==> src/rtl/bli_pkg.sv <==
package bli_pkg;

  // Constant calibration surface, evaluated at elaboration time only.
  function automatic int unsigned cal_cell(int unsigned row, int unsigned col);
    return 100 + 40 * row + 7 * col * col + 3 * row * col;
  endfunction

endpackage

==> src/rtl/bli_axis.sv <==
// Linear scaling of one converter code onto a grid axis.
module bli_axis #(
  parameter int CODE_W = 8,
  parameter int FRAC_W = 4,
  parameter int ORIGIN = 16,
  parameter int NPTS   = 13,
  localparam int IDX_W = (NPTS > 1) ? $clog2(NPTS) : 1
) (
  input  logic [CODE_W-1:0] code,
  output logic [IDX_W-1:0]  idx_lo,
  output logic [IDX_W-1:0]  idx_hi,
  output logic [FRAC_W-1:0] frac
);
  localparam int SEG_W = CODE_W - FRAC_W;
  localparam logic [CODE_W-1:0] ORG  = CODE_W'(ORIGIN);
  localparam logic [SEG_W-1:0]  LAST = SEG_W'(NPTS - 1);
  localparam logic [IDX_W-1:0]  EDGE = IDX_W'(NPTS - 1);

  logic [CODE_W-1:0] ofs;
  logic [SEG_W-1:0]  seg;

  always_comb begin
    ofs    = code - ORG;
    seg    = ofs[CODE_W-1:FRAC_W];
    idx_lo = '0;
    idx_hi = '0;
    frac   = '0;
    if (code < ORG) begin
      idx_lo = '0;
      idx_hi = '0;
    end else if (seg >= LAST) begin
      idx_lo = EDGE;
      idx_hi = EDGE;
    end else begin
      idx_lo = IDX_W'(seg);
      idx_hi = IDX_W'(seg + 1'b1);
      frac   = ofs[FRAC_W-1:0];
    end
  end
endmodule

==> src/rtl/bli_cell_rom.sv <==
// Constant grid and the four-cell fetch.
module bli_cell_rom #(
  parameter int NX     = 13,
  parameter int NY     = 7,
  parameter int CELL_W = 12,
  localparam int IX_W  = (NX > 1) ? $clog2(NX) : 1,
  localparam int IY_W  = (NY > 1) ? $clog2(NY) : 1
) (
  input  logic [IX_W-1:0]   ix_lo,
  input  logic [IX_W-1:0]   ix_hi,
  input  logic [IY_W-1:0]   iy_lo,
  input  logic [IY_W-1:0]   iy_hi,
  output logic [CELL_W-1:0] c_ll,
  output logic [CELL_W-1:0] c_hl,
  output logic [CELL_W-1:0] c_lh,
  output logic [CELL_W-1:0] c_hh
);
  logic [CELL_W-1:0] grid [NX][NY];

  for (genvar gi = 0; gi < NX; gi++) begin : g_row
    for (genvar gj = 0; gj < NY; gj++) begin : g_col
      assign grid[gi][gj] = CELL_W'(bli_pkg::cal_cell(gi, gj));
    end
  end

  always_comb begin
    c_ll = grid[ix_lo][iy_lo];
    c_hl = grid[ix_hi][iy_lo];
    c_lh = grid[ix_lo][iy_hi];
    c_hh = grid[ix_hi][iy_hi];
  end
endmodule

==> src/rtl/bli_blend.sv <==
// Weighted four-cell blend with round-half-up and output clamp.
module bli_blend #(
  parameter int CELL_W = 12,
  parameter int FX_W   = 4,
  parameter int FY_W   = 5,
  parameter int OUT_W  = 12
) (
  input  logic [CELL_W-1:0] c_ll,
  input  logic [CELL_W-1:0] c_hl,
  input  logic [CELL_W-1:0] c_lh,
  input  logic [CELL_W-1:0] c_hh,
  input  logic [FX_W-1:0]   fx,
  input  logic [FY_W-1:0]   fy,
  output logic [OUT_W-1:0]  result
);
  localparam int FW    = FX_W + FY_W;
  localparam int SUM_W = CELL_W + FW + 2;
  localparam logic [SUM_W-1:0] HALF = SUM_W'(1) << (FW - 1);
  localparam logic [SUM_W-1:0] OMAX = SUM_W'({OUT_W{1'b1}});

  logic [FX_W:0]      wx_lo, wx_hi;
  logic [FY_W:0]      wy_lo, wy_hi;
  logic [SUM_W-1:0]   t_ll, t_hl, t_lh, t_hh, acc, scaled;

  always_comb begin
    wx_hi  = {1'b0, fx};
    wx_lo  = {1'b1, {FX_W{1'b0}}} - wx_hi;
    wy_hi  = {1'b0, fy};
    wy_lo  = {1'b1, {FY_W{1'b0}}} - wy_hi;
    t_ll   = SUM_W'(c_ll) * SUM_W'(wx_lo) * SUM_W'(wy_lo);
    t_hl   = SUM_W'(c_hl) * SUM_W'(wx_hi) * SUM_W'(wy_lo);
    t_lh   = SUM_W'(c_lh) * SUM_W'(wx_lo) * SUM_W'(wy_hi);
    t_hh   = SUM_W'(c_hh) * SUM_W'(wx_hi) * SUM_W'(wy_hi);
    acc    = t_ll + t_hl + t_lh + t_hh + HALF;
    scaled = acc >> FW;
    if (scaled > OMAX) result = {OUT_W{1'b1}};
    else               result = OUT_W'(scaled);
  end
endmodule

==> src/rtl/bli_table.sv <==
// Two-stage bilinear calibration lookup with valid/ready streams.
module bli_table #(
  parameter int CODE_W   = 8,
  parameter int X_FRAC   = 4,
  parameter int X_ORIGIN = 16,
  parameter int X_PTS    = 13,
  parameter int Y_FRAC   = 5,
  parameter int Y_ORIGIN = 0,
  parameter int Y_PTS    = 7,
  parameter int CELL_W   = 12,
  parameter int OUT_W    = 12
) (
  input  logic              clk,
  input  logic              rst_n,
  input  logic [CODE_W-1:0] in_x,
  input  logic [CODE_W-1:0] in_y,
  input  logic              in_valid,
  output logic              in_ready,
  output logic [OUT_W-1:0]  out_data,
  output logic              out_valid,
  input  logic              out_ready
);
  localparam int IX_W = (X_PTS > 1) ? $clog2(X_PTS) : 1;
  localparam int IY_W = (Y_PTS > 1) ? $clog2(Y_PTS) : 1;

  logic [IX_W-1:0]   ix_lo, ix_hi;
  logic [IY_W-1:0]   iy_lo, iy_hi;
  logic [X_FRAC-1:0] fx_now;
  logic [Y_FRAC-1:0] fy_now;
  logic [CELL_W-1:0] f_ll, f_hl, f_lh, f_hh;
  logic              advance;

  // stage 1 state
  logic              s1_valid;
  logic [CELL_W-1:0] s1_ll, s1_hl, s1_lh, s1_hh;
  logic [X_FRAC-1:0] s1_fx;
  logic [Y_FRAC-1:0] s1_fy;
  logic [OUT_W-1:0]  blended;

  bli_axis #(.CODE_W(CODE_W), .FRAC_W(X_FRAC), .ORIGIN(X_ORIGIN), .NPTS(X_PTS)) u_ax_x (
    .code(in_x), .idx_lo(ix_lo), .idx_hi(ix_hi), .frac(fx_now)
  );

  bli_axis #(.CODE_W(CODE_W), .FRAC_W(Y_FRAC), .ORIGIN(Y_ORIGIN), .NPTS(Y_PTS)) u_ax_y (
    .code(in_y), .idx_lo(iy_lo), .idx_hi(iy_hi), .frac(fy_now)
  );

  bli_cell_rom #(.NX(X_PTS), .NY(Y_PTS), .CELL_W(CELL_W)) u_rom (
    .ix_lo(ix_lo), .ix_hi(ix_hi), .iy_lo(iy_lo), .iy_hi(iy_hi),
    .c_ll(f_ll), .c_hl(f_hl), .c_lh(f_lh), .c_hh(f_hh)
  );

  bli_blend #(.CELL_W(CELL_W), .FX_W(X_FRAC), .FY_W(Y_FRAC), .OUT_W(OUT_W)) u_blend (
    .c_ll(s1_ll), .c_hl(s1_hl), .c_lh(s1_lh), .c_hh(s1_hh),
    .fx(s1_fx), .fy(s1_fy), .result(blended)
  );

  // whole pipeline moves together; it freezes only when a result is refused
  assign advance  = !out_valid || out_ready;
  assign in_ready = advance;

  always_ff @(posedge clk) begin
    if (!rst_n) begin
      s1_valid <= 1'b0;
    end else if (advance) begin
      s1_valid <= in_valid;
    end
  end

  always_ff @(posedge clk) begin
    if (advance && in_valid) begin
      s1_ll <= f_ll;
      s1_hl <= f_hl;
      s1_lh <= f_lh;
      s1_hh <= f_hh;
      s1_fx <= fx_now;
      s1_fy <= fy_now;
    end
  end

  always_ff @(posedge clk) begin
    if (!rst_n) begin
      out_valid <= 1'b0;
      out_data  <= '0;
    end else if (advance) begin
      out_valid <= s1_valid;
      if (s1_valid) out_data <= blended;
    end
  end
endmodule

==> config.mk <==
export PLATFORM = sky130hd
export DESIGN_NAME = bli_table
export DESIGN_NICKNAME = d
export VERILOG_FILES = /design/src/rtl/bli_pkg.sv /design/src/rtl/bli_axis.sv /design/src/rtl/bli_cell_rom.sv /design/src/rtl/bli_blend.sv /design/src/rtl/bli_table.sv
export SDC_FILE = /design/constraint.sdc
export NUM_CORES = 1
export LEC_CHECK = 0
export CORE_MARGIN = 1
export CORE_UTILIZATION = 35
export DETAILED_ROUTE_END_ITERATION = 8
export SLEW_MARGIN = 20
export SYNTH_ARGS = -nofsm -noshare
export SYNTH_HDL_FRONTEND = slang
export SYNTH_SLANG_ARGS = --single-unit
export TNS_END_PERCENT = 20
==> constraint.sdc <==
create_clock -name clk -period 16.16 [get_ports clk]
set_input_delay 4.04 -clock clk [delete_from_list [all_inputs] [get_ports clk]]
set_output_delay 4.04 -clock clk [all_outputs]
set_load 0.05 [all_outputs]
# Word-level counts from Yosys, hierarchy flattened

Memory sizes are Yosys's and may differ from the RTL's.
Cells that the tools add are included.

ROM bits: 2688
Bits in registers: 71
Bits of input ports: 20
Memories: 2
Output and inout bits: 14
Logic and storage cells: 72

Reduce and logical (&&, ||, !) cells: 6
Order comparisons: 9
Bitwise operators: 4
Multiply operators: 8
Add/sub/neg operators: 9
Multiplexer cells: 25

Memory list:

| name            | words | width | read ports | clocked after Yosys merged registers in | write ports | RTL line           | text |
|---|---|---|---|---|---|---|---|
| (no name shown) | 16    | 84    | 1          | 0                                       | 0           | bli_cell_rom.sv:28 | `c_hl = grid[ix_hi][iy_lo];` |
| (no name shown) | 16    | 84    | 1          | 0                                       | 0           | bli_cell_rom.sv:27 | `c_ll = grid[ix_lo][iy_lo];` |

Operator list:

| cell                  | count |
|---|---|
| $mux 84               | 4 |
| $bmux 12 s3           | 4 |
| $mux 12               | 9 |
| $add 23x22->23        | 2 |
| $mul 12x5->17         | 2 |
| $mul 12x4->16         | 2 |
| $add 23x21->23        | 1 |
| $add 23x9->23 const B | 1 |
| $mul 17x6->23         | 1 |
| $mul 16x6->22         | 1 |
| $mul 17x5->22         | 1 |
| $mul 16x5->21         | 1 |
| $mux 4                | 4 |
| $gt 14x12->1 const B  | 1 |
| $ge 4x4->1 const B    | 3 |
| $mux 3                | 4 |
| $ge 5x5->1 const B    | 2 |
| $not 4->5             | 2 |
| $lt 8x1->1 const B    | 1 |
| $lt 8x5->1 const B    | 1 |
| $not 3->4             | 2 |
| $sub 8x5->8 const B   | 1 |
| $sub 6x5->6 const A   | 1 |
| $sub 5x4->5 const A   | 1 |
| other kinds (8)       | 9 |

# Longest topological paths before layout

Gate-level depths: netlist of run 1.

Depth in word-level cells: 11
Depth in mapped cells: 45
Gate-level depth less buffers: 41

# Cells and area by module

A second synthesis of run 1 with hierarchy kept.

Cell total of the unflattened synthesis: 2963
Area, all modules: 24652.4 um^2

By module, submodules not included:

| module            | cells an instance | area each (um^2) | instances | sequential area each (um^2) |
|---|---|---|---|---|
| bli_blend         | 2160              | 18181.2          | 1         | 0.0 |
| bli_cell_rom      | 633               | 3857.4           | 1         | 0.0 |
| bli_table         | 121               | 2312.2           | 1         | 1991.9 |
| bli_axis (u_ax_x) | 34                | 211.5            | 1         | 0.0 |
| bli_axis (u_ax_y) | 15                | 90.1             | 1         | 0.0 |

# Worst setup path before layout of run 1

Ideal clock, no wire load.

Path kind: reg-to-reg
From: register s1_fx[0]
To: register out_data[11]
Arrival time: 10328 ps
Required time: 16026 ps
Setup time: 134 ps
Path slack: 5698 ps
Period minus slack after synthesis: 10462 ps
Cell stages (with the launch flop): 40
Buffers on the path: 4
Path through: edfxtp_1 -> clkbuf_1 -> clkbuf_1 -> inv_1 -> ha_1 -> xnor2_1 -> clkbuf_1 -> nand2_1 -> fa_1 -> fa_1 -> fa_1 -> inv_1 -> ha_1 -> nor2b_1 -> o21a_1 -> o21ai_0 -> a211oi_1 -> o31ai_1 -> [... 4 more ...] -> fa_1 -> inv_1 -> fa_1 -> fa_1 -> fa_1 -> fa_1 -> inv_1 -> fa_1 -> inv_1 -> ha_1 -> and3_1 -> or3b_1 -> o21a_1 -> o21ai_1 -> mux2i_1 -> xnor2_1 -> buf_2 -> a31oi_1

Word-level cells in the longest chain between the ends: 9
Elaborated cells on any way between the ends: 15
Classes of those cells: add/sub (5); mul (8); order compare (1); mux (1)

RTL lines:

| item                        | RTL line        | text |
|---|---|---|
| start, declared             | bli_table.sv:36 | `logic [X_FRAC-1:0] s1_fx;` |
| start signal, assigned      | bli_table.sv:76 | `s1_fx <= fx_now;` |
| $sub 5x4->5                 | bli_blend.sv:27 | `wx_lo = {1'b1, {FX_W{1'b0}}} - wx_hi;` |
| $mul 12x5->17               | bli_blend.sv:30 | `t_ll = SUM_W'(c_ll) * SUM_W'(wx_lo) * SUM_W'(wy_lo);` |
| $mul 17x6->23               | bli_blend.sv:30 |  |
| $add 23x22->23 (2 in a row) | bli_blend.sv:34 | `acc = t_ll + t_hl + t_lh + t_hh + HALF;` |
| $add 23x21->23 *            | bli_blend.sv:34 |  |
| $add 23x9->23 *             | bli_blend.sv:34 |  |
| $gt 14x12->1                | bli_blend.sv:36 | `if (scaled > OMAX) result = {OUT_W{1'b1}};` |
| $mux 12 *                   | bli_blend.sv:36 |  |
| end signal, assigned        | bli_table.sv:87 | `if (s1_valid) out_data <= blended;` |
| end, declared               | bli_table.sv:19 | `output logic [OUT_W-1:0] out_data,` |

Mark *: on every way between the ends. The rest lies on a longest branch, timed or not.
A chain may end at the register's enable or synchronous reset.

# Worst setup path after layout of run 1

From: register s1_fx[1]
To: register out_data[2]

The elaborated chain is that of the path after synthesis.

==> results.sh, run 1 <==
export IMPL_worstSetupPathType="flip-flop to flip-flop"
export IMPL_clock_fmax_mhz=86.6
export IMPL_post_drt_wl_per_cell_um=18.0
export IMPL_cts_setup_buffers=0
export IMPL_cts_buffers=9
export IMPL_overflow=0
export IMPL_synthMuxAreaShare_pct=1.16
export IMPL_place_area_um2=24700
export IMPL_crit_fanout=24
export IMPL_rsz0062_at_grt="no"
export IMPL_yosys_area_share_simple_pct=18.4
export IMPL_area_growth_pct=6.64
export IMPL_min_path_type="flip-flop to flip-flop"
export IMPL_netlist_instances=2811
export IMPL_die_area_um2=68200
export IMPL_finalCoreUtilization_pct=37.9
export IMPL_drtIter0Drc=1319
export IMPL_finalHoldViolCount=0
export IMPL_drive_gt1_share_pct=3.64
export IMPL_cap_violations=0
export IMPL_h_tree_depth=3
export IMPL_crit_top_cell="fa_1"
export IMPL_dieWidth_um=261
export IMPL_nNetsFinal=3404
export IMPL_grt_use_met2_pct=34.3
export IMPL_gp_congestion=0.892
export IMPL_ant_nets=0
export IMPL_endpoint_kind="flip-flop"
export IMPL_fp_dieH_um=261
export IMPL_min_period_ps=11550
export IMPL_cts_tree="done"
export IMPL_drt_total_wl_um=65700
export IMPL_grt_usage_pct=20.1
export IMPL_clkSinkCount=67
export IMPL_synth_commonest_cells="inv_1 (519), fa_1 (410), nand2_1 (386), ha_1 (205), and2_1 (197)"
export IMPL_ys_types=85
export IMPL_fin_area_um2=25100
export IMPL_worstSkewPairLatency_ps=390
export IMPL_grt_antenna_before_repair=0
export IMPL_ys_seq_area_share_pct=7.97
export IMPL_finalSetupTns_ps=0
export IMPL_yosys_register_bits=67
export IMPL_io_buffers=33
export IMPL_async_reset_ff_share_pct=0
export IMPL_grt_pass1_wl_um=108000
export IMPL_ctsResizeCount=0
export IMPL_cts_hold_buf=0
export IMPL_core_um2=66100
export IMPL_synth_most_common_cell="inv_1"
export IMPL_grt_use_met1_pct=26.6
export IMPL_synth_compound_area_share_pct=13.4
export IMPL_synth_top_cell_by_area="fa_1"
export IMPL_slew_headroom_pct=21.8
export IMPL_synth_top_family_by_area="adder cells"
export IMPL_first_pass_iters=8
export IMPL_slowest_delay_ps=910
export IMPL_status="completed"
export IMPL_finalSetupViolCount=0
export IMPL_start_util_pct=35.5
export IMPL_yosysTopAreaCellShare_pct=34.9
export IMPL_grt_pass1_vias=19800
export IMPL_fin_crit_sh_pct=71.5
export IMPL_design_portCount=34
export IMPL_synth_area_leaders="fa_1 (35%), ha_1 (11%), inv_1 (8.3%)"
export IMPL_postSynthAreaPerCell_um2=8.36
export IMPL_dp_cells=3622
export IMPL_start_kind="flip-flop"
export IMPL_grt_max_degree=62
export IMPL_dp_hpwl_um=52300
export IMPL_synth_flop_cell="edfxtp_1"
export IMPL_root_buffer="clkbuf_16"
export IMPL_arrival_ps=11770
export IMPL_final_cells=3639
export IMPL_num_vias=19200
export IMPL_worst_pin_slew_ps=1140
export IMPL_grt_use_met3_pct=2.45
export IMPL_required_ps=16380
export IMPL_drc=0
export IMPL_cts_buffer_depth=2
export IMPL_synth_warning_count=0
export IMPL_grt_busiest_layer="met2"
export IMPL_vias_per_cell=5.29
export IMPL_drv_slew=0
export IMPL_synth_edf_count=53
export IMPL_num_rows=94
export IMPL_cp_slowest_cell="edfxtp_1"
export IMPL_synth_xor_area_share_pct=2.46
export IMPL_clock_skew_ps=15.3
export IMPL_syn_area_um2=23500
export IMPL_clkTransAtPathRegs_ps=70
export IMPL_synth_fa_ha_area_share_pct=45.9
==> kinds of logic after synthesis <==
family / count (synthesis)
AND/OR/NAND/NOR: 899
AO/OA/AOI/OAI: 483
multiplexers: 24
other: 2
XOR/XNOR: 66
adder cells (fa/ha/maj): 615
buffers and inverters: 655
flip-flops: 67
==> registers in the layout, indices dropped and copies added (netlist names) <==
| name | flops |
|---|---|
| s1_lh | 11 |
| s1_ll | 11 |
| s1_hl | 11 |
| s1_fx | 4 |
| s1_valid | 1 |
| out_valid | 1 |
| s1_fy | 5 |
| out_data | 12 |
| s1_hh | 11 |
==> cell usage in the layout (no fill, tap or decap), drive strengths merged, types with 17 or more instances in the layout <==
master | netlist | final
a211oi | 17 | 17
a21o | 23 | 23
a21oi | 117 | 117
a31oi | 32 | 32
and2 | 198 | 198
and3 | 26 | 26
buf | 29 | 39
clkdlybuf4s50 | 0 | 33
edfxtp | 53 | 53
fa | 410 | 410
ha | 205 | 205
inv | 524 | 528
nand2 | 386 | 386
nand2b | 28 | 28
nand3 | 36 | 36
nor2 | 125 | 125
nor2b | 19 | 19
nor3 | 32 | 32
o21ai | 109 | 109
o22ai | 26 | 26
xnor2 | 48 | 48
xor2 | 18 | 18
==> worst max-delay path, delay by kind of cell (launching register included) <==
family | cells | cell delay (ps)
adders and majority gates | 13 | 5860
and+or+nand+nor | 7 | 1640
xor gates and xnor gates | 3 | 1220
DFF | 1 | 910
AOI/OAI and AO/OA | 4 | 850
buffers and inverters | 10 | 750
muxes | 1 | 140
==> worst paths after layout <==
kind                               start          end  slack [ps]  cells after the start
worst max register to register  s1_fx[1]  out_data[2]        4610                     38
worst min register to register  s1_valid    out_valid         480                      2
worst min-delay path            s1_valid    out_valid         480                      2
worst max-delay path            s1_fx[1]  out_data[2]        4610                     38
==> cell type report <==
class	instances	area, µm²
multi-input combinational	2095	19200
clock inverter	7	105
sequential	67	1870
inverter	524	1970
antenna	1	2.50
fill	6826	41000
tap	864	1080
timing repair buffer	72	623
clock buffer	9	225
==> routing by layer <==
| layer | vias to the layer above | routed length, µm |
|---|---|---|
| met4 | 0 | 1830 |
| met2 | 634 | 31300 |
| met5 | - | 0 |
| met3 | 111 | 3840 |
| li1 | 8914 | - |
| met1 | 9583 | 28700 |
==> metrics by stage <==
step	hold slack, ps	worst slack [ps]
2_1_floorplan	456	5700
3_3_place_gp	476	4830
3_5_place_dp	479	4580
4_1_cts	488	4580
5_1_grt	510	3910
6_report	481	4610
Power of run 1 is left out: the tool's default activity adds up to more than one toggle a clock period on the data nets, which glitch-free logic cannot reach.
==> run 2: changes to the inputs <==
clock period = 9.99 ns   (was 16.16 ns; I/O delays follow)
==> run 2 against run 1 <==
Against the previous run:
- the flow now finishes with violations (setup timing)
- cell count increased by 2.4%
- sequential cell count did not move
- fmax grew 15%
- die area is the same
- non-clock buffer count up 88
- critical endpoint is now out_data[3]
==> results.sh, run 2 (synthesized netlist as in run 1, its figures left out) <==
export IMPL_die_area_um2=68200
export IMPL_overflow=0
export IMPL_start_kind="flip-flop"
export IMPL_finalHoldViolCount=0
export IMPL_worstSetupPathType="flip-flop to flip-flop"
export IMPL_drv_slew=0
export IMPL_finalSetupViolCount=12
export IMPL_io_buffers=33
export IMPL_clkTransAtPathRegs_ps=50
export IMPL_largest_reg_flops=12
export IMPL_min_path_type="flip-flop to flip-flop"
export IMPL_grt_antenna_before_repair=1
export IMPL_drc=0
export IMPL_final_common_cell="inv_1"
export IMPL_ant_nets=0
export IMPL_cp_slowest_cell="fa_1"
export IMPL_root_buffer="clkbuf_16"
export IMPL_layout_common_cells="inv_1 (508), fa_1 (404), nand2_1 (385)"
export IMPL_finalWorstSetupSlack_ps=-77.0
export IMPL_core_um2=66100
export IMPL_grt_max_degree=60
export IMPL_h_tree_depth=3
export IMPL_grt_pass1_wl_um=109000
export IMPL_grt_usage_pct=20.3
export IMPL_grt_use_met3_pct=2.00
export IMPL_first_pass_iters=6
export IMPL_drt_total_wl_um=66900
export IMPL_endpoint_kind="flip-flop"
export IMPL_drtIter0Drc=1621
export IMPL_dp_hpwl_um=53500
export IMPL_num_vias=19500
export IMPL_clock_fmax_mhz=99.3
export IMPL_cap_violations=0
export IMPL_crit_fanout=6
export IMPL_area_growth_pct=10.7
export IMPL_clock_skew_ps=17.8
export IMPL_nNetsFinal=3492
export IMPL_min_period_ps=10070
export IMPL_num_rows=94
export IMPL_cts_buffer_depth=2
export IMPL_finalCoreUtilization_pct=39.3
export IMPL_post_drt_wl_per_cell_um=17.9
export IMPL_grt_busiest_layer="met2"
export IMPL_arrival_ps=10320
export IMPL_start_util_pct=35.5
export IMPL_worst_pin_slew_ps=1140
export IMPL_crit_top_cell="fa_1"
export IMPL_grt_use_met1_pct=26.5
export IMPL_grt_use_met2_pct=34.6
export IMPL_fin_crit_sh_pct=101
export IMPL_fp_dieH_um=261
export IMPL_cts_tree="done"
export IMPL_vias_per_cell=5.23
export IMPL_drive_gt1_share_pct=8.67
export IMPL_status="finished with violations"
export IMPL_violations="setup timing"
export IMPL_worstSkewPairLatency_ps=380
export IMPL_required_ps=10240
export IMPL_clkSinkCount=67
export IMPL_regMostFlops="out_data"
export IMPL_grt_pass1_vias=20000
export IMPL_slowest_delay_ps=570
export IMPL_design_portCount=34
export IMPL_rsz0062_at_grt="yes"
export IMPL_slew_headroom_pct=23.0
export IMPL_cts_buffers=9
export IMPL_dieWidth_um=261
export IMPL_gp_congestion=0.927
-- run 2: layer usage --
metal	vias up	part of all wire (%)
met2	649	47
met4	0	3.6
met5	-	0
li1	9084	-
met3	113	5.5
met1	9650	43
-- run 2: path summary, 6_finish.rpt --
path	from	to	slack (ps)	cells past startpoint
max	s1_fx[1]	out_data[3]	-80	40
min	s1_valid	out_valid	480	2
max reg2reg	s1_fx[1]	out_data[3]	-80	40
min reg2reg	s1_valid	out_valid	480	2
-- run 2: what timing repair did --
action | in CTS | in global routing
resized for setup | 14 | 59
hold buffers | 0 | 0
cloned | 1 | 0
endpoints found under the setup margin | 12 | 12
pin swaps | 2 | 49
buffers inserted | 6 | 12
-- run 2: worst max-delay path: cells and delay by family (launching register included) --
family / cells / cell delay [ps]
fa+ha+maj: 12 / 5330
simple gates: 7 / 1320
buf+inv: 11 / 1110
compound gates: 6 / 1100
xor+xnor: 3 / 440
flops: 1 / 420
mux: 1 / 230
-- run 2: stage by stage --
step,worst slack (ps),std cells,instance area (µm²),hold slack (ps),TNS [ps]
final,-77.0,3726,26000,481,-863
after global placement,-6.00,3691,25300,475,-21.4
after floorplan,5.83,2817,23600,456,0
after global routing,-473,3725,26000,512,-5580
after CTS,-1.62,3713,25700,484,-1.62
after detailed placement,-135,3691,25300,475,-1490
-- run 2: final cells by class --
class / count / area [µm²]
clock inverter: 5 / 31.3
fill: 6803 / 40100
clock buffer: 10 / 229
antenna: 1 / 2.50
tap: 864 / 1080
multi-input combinational: 2095 / 19500
timing repair buffer: 160 / 1290
inverter: 524 / 1970
sequential: 67 / 1870
Power of run 2 is left out for the same reason.
==> run 3: changes to the inputs <==
DONT_BUFFER_PORTS = 1   (was unset)
HOLD_SLACK_MARGIN = 0.1   (was unset)
==> run 3 against run 2 <==
Against the previous run:
- the flow still finishes with violations (setup timing)
- worst setup slack better by 66 ps
- non-clock buffer count decreased by 11
- clock skew is 1.6 ps higher
- design area rose by 0.15%
- first-iteration DRC count is 3.8% lower
- clock-buffer cell count down 1
- critical path type unchanged
==> results.sh, run 3 (synthesized netlist as in run 1, its figures left out) <==
export IMPL_die_area_um2=68200
export IMPL_cts_tree="done"
export IMPL_overflow=0
export IMPL_drive_gt1_share_pct=10.3
export IMPL_arrival_ps=10250
export IMPL_h_tree_depth=3
export IMPL_nNetsFinal=3481
export IMPL_dp_slack_ps=-195
export IMPL_clkTransAtPathRegs_ps=60
export IMPL_drt_total_wl_um=67700
export IMPL_vias_per_cell=5.27
export IMPL_clock_skew_ps=19.4
export IMPL_final_common_cell="inv_1"
export IMPL_design_portCount=34
export IMPL_endpoint_kind="flip-flop"
export IMPL_rsz0062_at_grt="yes"
export IMPL_crit_top_cell="fa_1"
export IMPL_required_ps=10240
export IMPL_worstSetupPathType="flip-flop to flip-flop"
export IMPL_slew_headroom_pct=21.3
export IMPL_clock_fmax_mhz=100
export IMPL_crit_fanout=7
export IMPL_dp_hpwl_um=53500
export IMPL_first_pass_iters=6
export IMPL_status="finished with violations"
export IMPL_grt_max_degree=54
export IMPL_num_vias=19600
export IMPL_diodes=0
export IMPL_root_buffer="clkbuf_16"
export IMPL_fin_crit_sh_pct=100
export IMPL_drtIter0Drc=1559
export IMPL_finalWorstSetupSlack_ps=-11.0
export IMPL_min_period_ps=10000
export IMPL_regMostFlops="out_data"
export IMPL_grt_pass1_wl_um=110000
export IMPL_ant_nets=0
export IMPL_dieWidth_um=261
export IMPL_post_drt_wl_per_cell_um=18.2
export IMPL_drc=0
export IMPL_worst_pin_slew_ps=1170
export IMPL_finalSetupViolCount=2
export IMPL_num_rows=94
export IMPL_gp_congestion=0.894
export IMPL_cts_buffers=9
export IMPL_start_kind="flip-flop"
export IMPL_cap_violations=0
export IMPL_min_path_type="flip-flop to flip-flop"
export IMPL_grt_usage_pct=20.4
export IMPL_area_growth_pct=10.8
export IMPL_fp_dieH_um=261
export IMPL_violations="setup timing"
export IMPL_worstSkewPairLatency_ps=390
export IMPL_slowest_delay_ps=570
export IMPL_core_um2=66100
export IMPL_layout_common_cells="inv_1 (509), fa_1 (401), nand2_1 (382)"
export IMPL_drv_slew=0
export IMPL_cts_buffer_depth=2
export IMPL_io_buffers=0
export IMPL_clkSinkCount=67
export IMPL_cts_hold_buf=0
export IMPL_largest_reg_flops=12
export IMPL_cp_slowest_cell="fa_1"
export IMPL_grt_antenna_before_repair=1
export IMPL_finalHoldViolCount=0
export IMPL_start_util_pct=35.5
export IMPL_grt_pass1_vias=19800
## run 3: path summary, 6_finish.rpt
kind | cells past startpoint | start | slack [ps] | end
worst min register to register | 2 | s1_valid | 500 | out_valid
worst min-delay path | 2 | s1_valid | 500 | out_valid
worst max-delay path | 40 | s1_fx[1] | -10 | out_data[0]
worst max register to register | 40 | s1_fx[1] | -10 | out_data[0]
## run 3: through the flow
| stage | instance area (µm²) | setup TNS (ps) | std cells | util (%) | hold slack [ps] |
|---|---|---|---|---|---|
| CTS | 25500 | 0 | 3696 | 38.6 | 505 |
| detailed placement | 25000 | -2200 | 3668 | 37.9 | 500 |
| global placement | 25000 | 0 | 3668 | 37.9 | 485 |
| global route | 26000 | -4850 | 3714 | 39.4 | 569 |
| finish | 26000 | -11.6 | 3714 | 39.4 | 501 |
| floorplan | 23600 | 0 | 2817 | - | 456 |
## run 3: final cells by class
class                      instances  area (µm²)
tap                              864        1080
sequential                        67        1870
multi-input combinational       2095       19700
inverter                         524        1970
clock buffer                       9         225
timing repair buffer             149        1160
fill                            6787       40100
clock inverter                     6        42.5
## run 3: critical path: cells and delay by family, from the launching register on
family                     cells  cell delay [ps]
xor gates and xnor gates       2              330
buffers and inverters         11              890
and+or+nand+nor                9             1810
DFF                            1              430
AOI/OAI and AO/OA              4              540
adders and majority gates     13             5670
muxes                          1              230
## run 3: metal layers
metal / vias up / GRT usage, % / wire length (µm)
met1: 9746 / 26.4 / 28800
met5: - / 0 / 0
met4: 0 / 7.41 / 2590
met2: 625 / 34.8 / 32500
met3: 140 / 2.83 / 3740
li1: 9055 / - / -
## run 3: timing repair
| action | in CTS | in global routing |
|---|---|---|
| gates resized for setup | 23 | 87 |
| endpoints found under the setup margin | 12 | 12 |
| setup buffers | 11 | 20 |
| gates cloned | 2 | 0 |
| pin swaps | 18 | 69 |
Power of run 3 is left out for the same reason.
